### src/rtl/pb_pkg.sv
package pb_pkg;
  localparam int ADDR_W     = 8;
  localparam int PORT_SEL_W = 2;   // up to four ports

  // per-port register placement
  localparam logic [7:0] OFF_DATA0   = 8'h00;
  localparam logic [7:0] OFF_DIR0    = 8'h04;
  localparam int         PORT_STRIDE = 12;
  localparam logic [7:0] OFF_EXT0    = 8'h50;
  localparam int         EXT_STRIDE  = 4;

  // interrupt registers, default placement
  localparam logic [7:0] OFF_EN      = 8'h30;
  localparam logic [7:0] OFF_DEB     = 8'h48;
  localparam logic [7:0] DEF_MASK    = 8'h34;
  localparam logic [7:0] DEF_TYPE    = 8'h38;
  localparam logic [7:0] DEF_POL     = 8'h3C;
  localparam logic [7:0] DEF_STAT    = 8'h40;
  localparam logic [7:0] DEF_ACK     = 8'h4C;
  // alternate placement
  localparam logic [7:0] ALT_MASK    = 8'h44;
  localparam logic [7:0] ALT_TYPE    = 8'h34;
  localparam logic [7:0] ALT_POL     = 8'h38;
  localparam logic [7:0] ALT_STAT    = 8'h3C;
  localparam logic [7:0] ALT_ACK     = 8'h40;

  typedef enum logic [3:0] {
    RD_NONE, RD_DATA, RD_DIR, RD_EXT, RD_EN,
    RD_MASK, RD_TYPE, RD_POL, RD_STAT, RD_DEB
  } rdSel_e;

  typedef struct packed {
    logic                  wrData;
    logic                  wrDir;
    logic                  wrEn;
    logic                  wrMask;
    logic                  wrType;
    logic                  wrPol;
    logic                  wrDeb;
    logic                  wrAck;
    logic [PORT_SEL_W-1:0] port;
    rdSel_e                rdSel;
  } regStrobe_t;
endpackage

### src/rtl/pb_ctrl.sv
module pb_ctrl
  import pb_pkg::*;
#(
  parameter int NUM_PORTS = 2
) (
  input  logic              psel,
  input  logic              penable,
  input  logic              pwrite,
  input  logic [ADDR_W-1:0] paddr,
  input  logic              altLayout,
  output regStrobe_t        strobe
);
  logic       wrAct;
  logic       rdAct;
  logic [7:0] maskAddr, typeAddr, polAddr, statAddr, ackAddr;

  assign wrAct = psel & penable & pwrite;
  assign rdAct = psel & ~pwrite;

  assign maskAddr = altLayout ? ALT_MASK : DEF_MASK;
  assign typeAddr = altLayout ? ALT_TYPE : DEF_TYPE;
  assign polAddr  = altLayout ? ALT_POL  : DEF_POL;
  assign statAddr = altLayout ? ALT_STAT : DEF_STAT;
  assign ackAddr  = altLayout ? ALT_ACK  : DEF_ACK;

  always_comb begin
    strobe = '0;
    strobe.rdSel = RD_NONE;
    for (int k = 0; k < NUM_PORTS; k++) begin
      if (paddr == OFF_DATA0 + 8'(k * PORT_STRIDE)) begin
        strobe.port   = PORT_SEL_W'(k);
        strobe.wrData = wrAct;
        if (rdAct) strobe.rdSel = RD_DATA;
      end
      if (paddr == OFF_DIR0 + 8'(k * PORT_STRIDE)) begin
        strobe.port  = PORT_SEL_W'(k);
        strobe.wrDir = wrAct;
        if (rdAct) strobe.rdSel = RD_DIR;
      end
      if (paddr == OFF_EXT0 + 8'(k * EXT_STRIDE)) begin
        strobe.port = PORT_SEL_W'(k);
        if (rdAct) strobe.rdSel = RD_EXT;
      end
    end
    if (paddr == OFF_EN) begin
      strobe.wrEn = wrAct;
      if (rdAct) strobe.rdSel = RD_EN;
    end
    if (paddr == OFF_DEB) begin
      strobe.wrDeb = wrAct;
      if (rdAct) strobe.rdSel = RD_DEB;
    end
    if (paddr == maskAddr) begin
      strobe.wrMask = wrAct;
      if (rdAct) strobe.rdSel = RD_MASK;
    end
    if (paddr == typeAddr) begin
      strobe.wrType = wrAct;
      if (rdAct) strobe.rdSel = RD_TYPE;
    end
    if (paddr == polAddr) begin
      strobe.wrPol = wrAct;
      if (rdAct) strobe.rdSel = RD_POL;
    end
    if (paddr == statAddr) begin
      if (rdAct) strobe.rdSel = RD_STAT;
    end
    if (paddr == ackAddr) begin
      strobe.wrAck = wrAct;   // reads fall through as zero
    end
  end
endmodule

### src/rtl/pb_datapath.sv
module pb_datapath
  import pb_pkg::*;
#(
  parameter int PORT_W    = 32,
  parameter int NUM_PORTS = 2,
  parameter int DEB_TICKS = 4
) (
  input  logic                        clk,
  input  logic                        rstN,
  input  regStrobe_t                  strobe,
  input  logic [PORT_W-1:0]           pwdata,
  output logic [PORT_W-1:0]           prdata,
  input  logic [NUM_PORTS*PORT_W-1:0] pinIn,
  input  logic                        dbTick,
  output logic [NUM_PORTS*PORT_W-1:0] pinOut,
  output logic [NUM_PORTS*PORT_W-1:0] pinOe,
  output logic                        irqOut
);
  localparam int TOTAL_W = NUM_PORTS * PORT_W;
  localparam int CNT_W   = $clog2(DEB_TICKS + 1);

  logic [TOTAL_W-1:0] dataFlat, dirFlat;
  logic [TOTAL_W-1:0] syncA, syncB;
  logic [PORT_W-1:0]  intEn, intMask, intType, intPol, debEn;
  logic [PORT_W-1:0]  edgeLatch, filtPrev, filt;
  logic [PORT_W-1:0]  levelHit, edgeHit, ackClr, pending, status;

  // port output and direction registers
  always_ff @(posedge clk or negedge rstN) begin
    if (!rstN) begin
      dataFlat <= '0;
      dirFlat  <= '0;
    end else begin
      for (int k = 0; k < NUM_PORTS; k++) begin
        if (strobe.port == PORT_SEL_W'(k)) begin
          if (strobe.wrData) dataFlat[k*PORT_W +: PORT_W] <= pwdata;
          if (strobe.wrDir)  dirFlat[k*PORT_W +: PORT_W]  <= pwdata;
        end
      end
    end
  end
  assign pinOut = dataFlat;
  assign pinOe  = dirFlat;

  // two-flop input synchroniser
  always_ff @(posedge clk or negedge rstN) begin
    if (!rstN) begin
      syncA <= '0;
      syncB <= '0;
    end else begin
      syncA <= pinIn;
      syncB <= syncA;
    end
  end

  // first-port interrupt configuration
  always_ff @(posedge clk or negedge rstN) begin
    if (!rstN) begin
      intEn   <= '0;
      intMask <= '0;
      intType <= '0;
      intPol  <= '0;
      debEn   <= '0;
    end else begin
      if (strobe.wrEn)   intEn   <= pwdata;
      if (strobe.wrMask) intMask <= pwdata;
      if (strobe.wrType) intType <= pwdata;
      if (strobe.wrPol)  intPol  <= pwdata;
      if (strobe.wrDeb)  debEn   <= pwdata;
    end
  end

  // per-bit debounce filter, first port only
  for (genvar b = 0; b < PORT_W; b++) begin : g_deb
    logic [CNT_W-1:0] cnt;
    logic             held;
    always_ff @(posedge clk or negedge rstN) begin
      if (!rstN) begin
        cnt  <= '0;
        held <= 1'b0;
      end else if (!debEn[b] || syncB[b] == held) begin
        cnt  <= '0;
        held <= syncB[b];
      end else if (dbTick) begin
        if (cnt == CNT_W'(DEB_TICKS - 1)) begin
          held <= syncB[b];
          cnt  <= '0;
        end else begin
          cnt <= cnt + 1'b1;
        end
      end
    end
    assign filt[b] = debEn[b] ? held : syncB[b];
  end

  // interrupt detection
  assign levelHit = ~(filt ^ intPol);
  assign edgeHit  = (filt & ~filtPrev & intPol) | (~filt & filtPrev & ~intPol);
  assign ackClr   = strobe.wrAck ? pwdata : '0;

  always_ff @(posedge clk or negedge rstN) begin
    if (!rstN) begin
      filtPrev  <= '0;
      edgeLatch <= '0;
    end else begin
      filtPrev  <= filt;
      edgeLatch <= (edgeLatch & ~ackClr) | (edgeHit & intEn & intType);
    end
  end

  assign pending = (intType & edgeLatch) | (~intType & levelHit);
  assign status  = pending & intEn & ~intMask;
  assign irqOut  = |status;

  // read mux
  always_comb begin
    prdata = '0;
    case (strobe.rdSel)
      RD_DATA, RD_DIR, RD_EXT: begin
        for (int k = 0; k < NUM_PORTS; k++) begin
          if (strobe.port == PORT_SEL_W'(k)) begin
            if (strobe.rdSel == RD_DATA)     prdata = dataFlat[k*PORT_W +: PORT_W];
            else if (strobe.rdSel == RD_DIR) prdata = dirFlat[k*PORT_W +: PORT_W];
            else                             prdata = syncB[k*PORT_W +: PORT_W];
          end
        end
      end
      RD_EN:   prdata = intEn;
      RD_MASK: prdata = intMask;
      RD_TYPE: prdata = intType;
      RD_POL:  prdata = intPol;
      RD_STAT: prdata = status;
      RD_DEB:  prdata = debEn;
      default: prdata = '0;
    endcase
  end
endmodule

### src/rtl/pin_bank_apb.sv
module pin_bank_apb
  import pb_pkg::*;
#(
  parameter int PORT_W    = 32,
  parameter int NUM_PORTS = 2,
  parameter int DEB_TICKS = 4
) (
  input  logic                        clk,
  input  logic                        rstN,
  input  logic                        altLayout,
  input  logic                        psel,
  input  logic                        penable,
  input  logic                        pwrite,
  input  logic [ADDR_W-1:0]           paddr,
  input  logic [PORT_W-1:0]           pwdata,
  output logic [PORT_W-1:0]           prdata,
  input  logic [NUM_PORTS*PORT_W-1:0] pinIn,
  input  logic                        dbTick,
  output logic [NUM_PORTS*PORT_W-1:0] pinOut,
  output logic [NUM_PORTS*PORT_W-1:0] pinOe,
  output logic                        irqOut
);
  regStrobe_t strobe;

  pb_ctrl #(.NUM_PORTS(NUM_PORTS)) ctrl_i (
    .psel(psel), .penable(penable), .pwrite(pwrite), .paddr(paddr),
    .altLayout(altLayout), .strobe(strobe)
  );

  pb_datapath #(.PORT_W(PORT_W), .NUM_PORTS(NUM_PORTS), .DEB_TICKS(DEB_TICKS)) dp_i (
    .clk(clk), .rstN(rstN), .strobe(strobe), .pwdata(pwdata), .prdata(prdata),
    .pinIn(pinIn), .dbTick(dbTick), .pinOut(pinOut), .pinOe(pinOe), .irqOut(irqOut)
  );
endmodule

### config.mk
export PLATFORM = sky130hd
export DESIGN_NAME = pin_bank_apb
export DESIGN_NICKNAME = d
export VERILOG_FILES = /design/src/rtl/pb_pkg.sv /design/src/rtl/pb_ctrl.sv /design/src/rtl/pb_datapath.sv /design/src/rtl/pin_bank_apb.sv
export SDC_FILE = /design/constraint.sdc
export NUM_CORES = 1
export LEC_CHECK = 0
export ABC_AREA = 1
export CAP_MARGIN = 20
export CORE_MARGIN = 10
export CORE_UTILIZATION = 50
export DETAILED_ROUTE_END_ITERATION = 8
export GPL_TIMING_DRIVEN = 0
export PLACE_DENSITY = 0.83
export SYNTH_ARGS = -nofsm -noshare
export SYNTH_HDL_FRONTEND = slang
export SYNTH_SLANG_ARGS = --single-unit
### constraint.sdc
create_clock -name clk -period 5.4 [get_ports clk]
set_input_delay 1.08 -clock clk [delete_from_list [all_inputs] [get_ports clk]]
set_output_delay 1.08 -clock clk [all_outputs]
set_load 0.05 [all_outputs]
==> qor.txt, run 1 <==
run status -> completed
number of cells on the critical path -> 16
Worst Reg2Reg Path Length in Cells -> 6
Hold Crit Start -> dp_i.syncA[15]
clock skew -> 0.03803 ns
Buffers on Ports -> 271
largest net degree at the start of global routing -> 126
grt ovf -> 0
HP Class -> flop to flop
1st-iter DRT viols -> 2864
Yosys warning total -> 0
Clk Latency, worst-skew pair -> 0.67 ns
CTS tree -> yes
vias in the first global route -> 24710
area grow syn2layout -> 21.22%
static leakage -> 15.32 nW
TNS Setup -> 0 ns
Finished Core Util -> 60.97%
Setup CP Type -> input pin to output port
Max Fclk -> 188.3 MHz
CP endpoint kind -> output port
power per cell area -> 291.4 nW/µm²
std cell rows -> 86
Post-DP HPWL -> 68830 µm
worst path bufs/invs -> 5
Maximum Capacitance Violations -> 0
Mapped Area -> 27600 µm²
Power Total -> 9.752 mW
nets -> 3795
initial antenna violation count -> 10
Largest stage delay, worst path -> 0.67 ns
critical path arrival -> 4.23 ns
clock buffer count from CTS -> 61
vias per std cell -> 5.825
Longest Clk Path Bufs -> 3
first-pass GRT wire length -> 142100 µm
Residual DRC -> 0
Period Utilization, post-route -> 98.36%
Crit path max-delay family -> buffers and inverters
clock sink total -> 608
Final Wtd Congestion -> 0.9738
Max Slew Vio Count -> 0
# IOs -> 272
reg2reg start -> dp_i.syncB[14]
peak supply drop -> 0.0003091 V
gr usage total -> 28.60%
Final Hold Vio Count -> 0
root buffer cell -> clkbuf_16
Routed WL per cell -> 21.38 µm
Yosys reg bits -> 608
slowest CP cell -> clkdlybuf4s50_1
Die ar. -> 65000 µm²
register area share after synthesis -> 55.12%
r2r setup slk -> 3.71 ns
syn_nets -> 3451
Die Y -> 255.0 µm
DRT antenna net count -> 0
Critical Path Start Type -> input pin
die width -> 255.0 µm
average size of a mapped cell -> 8.344 µm²
final setup vio count -> 0
setup ws final -> 0.08851 ns
Worst-path clk slew -> 0.06 ns
worst hold endpoint -> dp_i.syncB[15]
area of the core -> 54880 µm²
via count -> 25730
# hold bufs at CTS -> 0
Worst-Margin Slew -> 1.005 ns
Yosys cell types -> 35
FF-to-FF End -> dp_i.edgeLatch[14]
min cycle time layout -> 5.311 ns
Slew headroom -> 32.98%
Post-Syn Instances -> 3308
Hold Path Stages -> 0
Total Wirelength -> 94440 µm
# fillers -> 4536
setup slack at placement -> -0.6102 ns
crit-path most repeated cell -> nand2_1
crit path cell chain -> clkdlybuf4s50_1 -> inv_1 -> nand2_1 -> nand2_2 -> nor2_2 -> nand3_1 -> nand2_2 -> inv_2 -> nand2_4 -> nor2_1 -> nand2_1 -> buf_2 -> o211ai_1 -> nor2_1 -> nand2_1 -> clkdlybuf4s18_2
CP max FO -> 10
Starting Density -> 50.30%
WHS -> 0.3432 ns
htree depth -> 2
WP data required -> 4.32 ns
fraction of layout cells with a size suffix above 1 -> 7.046%
Detailed Routing Iterations Pass 1 -> 6
==> sequential cells by signal, indices dropped and copies added, names as in the netlist, 64 cells and up <==
register / count
dp_i.g_deb.cnt: 96
dp_i.syncA: 64
dp_i.syncB: 64
dp_i.pinOe: 64
dp_i.pinOut: 64
==> report_power, final <==
part | leakage, nW | switching [mW] | total [mW] | internal (mW)
sequential | 7.61 | 0.0800 | 4.75 | 4.67
clock | 1.02 | 1.84 | 4.39 | 2.55
combinational | 6.69 | 0.418 | 0.609 | 0.191
total | 15.3 | 2.34 | 9.75 | 7.41
==> stage by stage <==
step / std cells / instance area (µm²)
floorplan: 3308 / 27600
global placement: 4283 / 31200
detailed placement: 4288 / 31340
CTS: 4403 / 33450
global route: 4411 / 33450
finish: 4417 / 33460
==> area by class of cell <==
cell class | instances | area (µm²) | area share [%]
clock buffers | 97 | 1862 | 5.564
repair buffers | 281 | 2803 | 8.376
diodes | 9 | 22.52 | 0.06731
inverters | 330 | 1244 | 3.717
well taps | 704 | 880.8 | 2.632
clock inverters | 18 | 231.5 | 0.6918
multi-input cells | 2239 | 10590 | 31.66
plain buffers | 131 | 609.3 | 1.821
flip-flops and latches | 608 | 15210 | 45.47
==> routing by layer <==
| metal | vias to the layer above | global-route usage, % | part of all wire, % |
|---|---|---|---|
| met5 | - | 0 | 0.029 |
| met4 | 4 | 16.92 | 6.3 |
| met3 | 295 | 5.838 | 10 |
| met2 | 1481 | 46.37 | 46 |
| met1 | 12400 | 35.04 | 37 |
| li1 | 11550 | - | - |
==> cell usage after synthesis, drive strengths merged <==
master	count	share of area, %
o21ai	480	8.7
a21oi	180	3.3
clkbuf	82	1.1
nand3	272	5.0
nand3b	32	0.87
nand2	899	12
dfrtp	608	55
a31o	2	0.063
nor3	2	0.036
o2111ai	10	0.32
nor3b	2	0.054
inv	329	4.5
o211ai	74	2.0
mux2i	1	0.036
buf	49	1.0
clkinv	1	0.014
or2	33	0.75
nor2	207	3.0
o21a	1	0.027
ha	32	1.5
nand4	10	0.25
o22ai	2	0.045
==> worst reg2reg max path: stages, from the launching register on <==
cell and delay [ns]:
dfrtp_1 0.38, inv_1 0.15, o21ai_0 0.64, or2_2 0.24, nand2_1 0.05, nand3_1 0.06, o21ai_0 0.08
==> cell usage in the layout (no fill, tap or decap), drive strengths merged, types with 4 or more instances in the layout <==
master and instances:
o21ai 480, clkdlybuf4s15 9, clkbuf 199, o211ai 74, diode 9, ha 32
nand3b 32, dfrtp 608, nand3 272, nand2 899, nand4 10, o2111ai 10
a21oi 180, inv 331, or2 33, nor2 207, clkinv 10, bufinv 4
buf 62, clkdlybuf4s50 237
==> what timing repair did <==
action | 4_1_cts | 5_1_grt
cloned | 0 | 0
buffers inserted | 0 | 5
pin swaps | 0 | 0
setup endpoints to repair | 32 | 32
gates resized for setup | 73 | 58
==> how the worst max path moves through the flow <==
stage               from                     to  slack (ns)
2_1_floorplan   paddr[1]             prdata[11]        1.48
3_3_place_gp        rstN  dp_i.g_deb[26].cnt[1]      -23.54
3_5_place_dp   altLayout             prdata[13]       -0.61
4_1_cts        altLayout              prdata[6]       0.004
5_1_grt         paddr[4]             prdata[18]      -0.006
6_report        paddr[2]             prdata[16]        0.09
==> cells by family after synthesis <==
kind of cell	share of synthesized area, %
DFF	55.12
AOI/OAI and AO/OA	14.46
buffers and inverters	6.613
adders and majority gates	1.451
and+or+nand+nor	22.32
muxes	0.03626
(Power assumes the default switching activity.)
==> inputs of run 2 (changes only) <==
--- a/config.mk
+++ b/config.mk
@@ -11,7 +11,8 @@
 export CORE_UTILIZATION = 50
 export DETAILED_ROUTE_END_ITERATION = 8
 export GPL_TIMING_DRIVEN = 0
-export PLACE_DENSITY = 0.83
+export PLACE_DENSITY = 0.71
+export RECOVER_POWER = 25
 export SYNTH_ARGS = -nofsm -noshare
 export SYNTH_HDL_FRONTEND = slang
 export SYNTH_SLANG_ARGS = --single-unit
==> run 2 against run 1 <==
  * The run now ends with max-capacitance violations, max-slew violations left
  * Die area unchanged
  * Register-to-register slack lost 0.02 ns
  * Via count is 2.8% lower
  * Critical path depth shrank 1
  * Clock skew is 0.023 ns lower
  * Cell area rose by 0.51%
  * Sequential power about the same
  * First-iteration DRC count down 13%
  * Maximum frequency barely moved
  * Clock power up 8.9%
  * Highest routed layer unchanged
==> qor.txt, run 2 (synthesized netlist as in run 1, its figures left out) <==
Worst-Margin Slew -> 4.243 ns (was 1.005 ns)
vias in the first global route -> 23960 (was 24710)
Max Slew Vio Count -> 90 (was 0)
peak supply drop -> 0.0002281 V (was 0.0003091 V)
static leakage -> 15.41 nW (was 15.32 nW)
# hold bufs at CTS -> 0 (unchanged)
Residual DRC -> 0 (unchanged)
Starting Density -> 50.30% (unchanged)
most frequent cells in the layout -> 889 x nand2_1, 608 x dfrtp_1, 477 x o21ai_0, 320 x inv_1, 269 x nand3_1 (was 890 x nand2_1, 608 x dfrtp_1, 477 x o21ai_0, 320 x inv_1, 269 x nand3_1)
Die Y -> 255.0 µm (unchanged)
die width -> 255.0 µm (unchanged)
nets -> 3799 (was 3795)
min cycle time layout -> 5.316 ns (was 5.311 ns)
Worst-path clk slew -> 0.06 ns (about the same)
Die ar. -> 65000 µm² (unchanged)
CTS tree -> yes (unchanged)
Detailed Routing Iterations Pass 1 -> 6 (unchanged)
std cell rows -> 86 (unchanged)
clock skew -> 0.01528 ns (was 0.03803 ns)
clock sink total -> 608 (unchanged)
first-pass GRT wire length -> 142500 µm (was 142100 µm)
vias per std cell -> 5.660 (was 5.825)
final setup vio count -> 0 (unchanged)
htree depth -> 3 (was 2)
CP max FO -> 10 (unchanged)
Slew headroom -> -182.9% (was 32.98%)
Max Fclk -> 188.1 MHz (was 188.3 MHz)
via count -> 25010 (was 25730)
initial antenna violation count -> 6 (was 10)
Setup CP Type -> input pin to output port (unchanged)
# IOs -> 272 (unchanged)
Final Hold Vio Count -> 0 (unchanged)
HP Class -> flop to flop (unchanged)
Final Wtd Congestion -> 0.9605 (was 0.9738)
root buffer cell -> clkbuf_16 (unchanged)
run status -> complete, but fails checks (was completed)
post-route cell area -> 33630 µm² (was 33460 µm²)
Period Utilization, post-route -> 98.44% (was 98.36%)
area of the core -> 54880 µm² (unchanged)
max reg flops -> 96 (unchanged)
TNS Setup -> 0 ns (unchanged)
failing checks -> max-capacitance violations, max-slew violations
Critical Path Start Type -> input pin (unchanged)
Routed WL per cell -> 21.33 µm (was 21.38 µm)
Largest Register -> dp_i.g_deb.cnt (unchanged)
critical path arrival -> 4.24 ns (was 4.23 ns)
area grow syn2layout -> 21.84% (was 21.22%)
Buffers on Ports -> 271 (unchanged)
DRT antenna net count -> 0 (unchanged)
CP endpoint kind -> output port (unchanged)
clock buffer count from CTS -> 68 (was 61)
Clk Latency, worst-skew pair -> 0.62 ns (was 0.67 ns)
DR WL met2 -> 44510 µm (was 43780 µm)
largest net degree at the start of global routing -> 120 (was 126)
Longest Clk Path Bufs -> 3 (unchanged)
placed cell area -> 31340 µm² (unchanged)
fraction of layout cells with a size suffix above 1 -> 7.224% (was 7.046%)
Total Wirelength -> 94250 µm (was 94440 µm)
Metal-1 WL -> 36000 µm (was 34820 µm)
grt ovf -> 0 (unchanged)
WP data required -> 4.32 ns (about the same)
Maximum Capacitance Violations -> 1 (was 0)
uppermost layer routed -> met5 (unchanged)
power per cell area -> 301.0 nW/µm² (was 291.4 nW/µm²)
1st-iter DRT viols -> 2504 (was 2864)
wire length on met3 -> 8365 µm (was 9820 µm)
commonest non-fill, non-tap cell in the layout -> nand2_1 (unchanged)
gr usage total -> 29.10% (was 28.60%)
Post-DP HPWL -> 68640 µm (was 68830 µm)
## run 2: cell types whose count changed in the layout (fill, tap and decap cells not counted), moves of 3 or more
| cell | previous run | this run |
|---|---|---|
| clkbuf_2 | 23 | 26 |
| diode_2 | 9 | 4 |
| clkbuf_16 | 61 | 69 |
| inv_6 | 3 | 8 |
| dlygate4sd3_1 | 0 | 64 |
| clkdlybuf4s50_1 | 237 | 174 |
| buf_2 | 31 | 25 |
## run 2: stage by stage
step	hold slack (ns)	utilization [%]	power (mW)	std cells	setup slack, ns
2_1_floorplan	0.3312	-	5.068	3308	1.477
3_3_place_gp	0.3323	56.85	5.427	4283	-24.06
3_5_place_dp	0.3347	57.11	5.432	4288	-0.6005
4_1_cts	0.3461	61.32	10.19	4412	0.0003446
5_1_grt	0.3509	61.27	10.45	4416	-0.01199
6_report	0.3434	61.28	10.12	4418	0.08421
## run 2: cell type report
| cell class | instances | area [µm²] |
|---|---|---|
| antenna | 4 | 10.01 |
| fill | 4900 | 21250 |
| clock inverter | 21 | 265.3 |
| buffer | 131 | 616.8 |
| tap | 704 | 880.8 |
| multi-input combinational | 2239 | 10590 |
| clock buffer | 103 | 2034 |
| sequential | 608 | 15210 |
| inverter | 330 | 1244 |
| timing repair buffer | 278 | 2778 |
## run 2: repair_timing
item / in CTS / in global routing
resized for setup: 69 / 60
setup buffers: 0 / 2
pin swaps: 0 / 1
setup endpoints to repair: 32 / 32
## run 2: path summary, 6_finish.rpt
path	cells past startpoint	from	slack, ns	endpoint
worst max-delay path	15	paddr[1]	0.08	prdata[15]
worst min-delay path	0	dp_i.syncA[21]	0.34	dp_i.syncB[21]
worst max register to register	6	dp_i.syncB[1]	3.69	dp_i.edgeLatch[1]
worst min register to register	0	dp_i.syncA[21]	0.34	dp_i.syncB[21]
max in group asynchronous	1	rstN	0.79	dp_i.syncB[58]
min in group asynchronous	1	rstN	2.18	dp_i.syncB[36]
## run 2: per-layer routing
layer | vias to the layer above | GRT usage, %
met3 | 240 | 6.518
met5 | - | 0
met2 | 1135 | 47.03
li1 | 11530 | -
met4 | 6 | 15.74
met1 | 12100 | 35.97
## run 2: worst max-delay path, stage by stage
cell             delay (ns)
clkdlybuf4s50_1        0.57
nor2_4                 0.27
nand3_1                0.15
nor2_1                 0.17
a21oi_1                0.10
nand3_2                0.19
nand2_1                0.15
nand3_4                0.19
inv_6                  0.11
buf_4                  0.22
nand2_1                0.08
o211ai_1               0.08
nor2_1                 0.33
nand2_1                0.15
clkdlybuf4s18_2        0.37
## run 2: where the power goes
part	leakage [nW]	internal, mW	switching (mW)	total, mW
Sequential	7.61	4.67	0.0785	4.75
Combinational	6.67	0.182	0.413	0.595
Clock	1.13	2.85	1.92	4.78
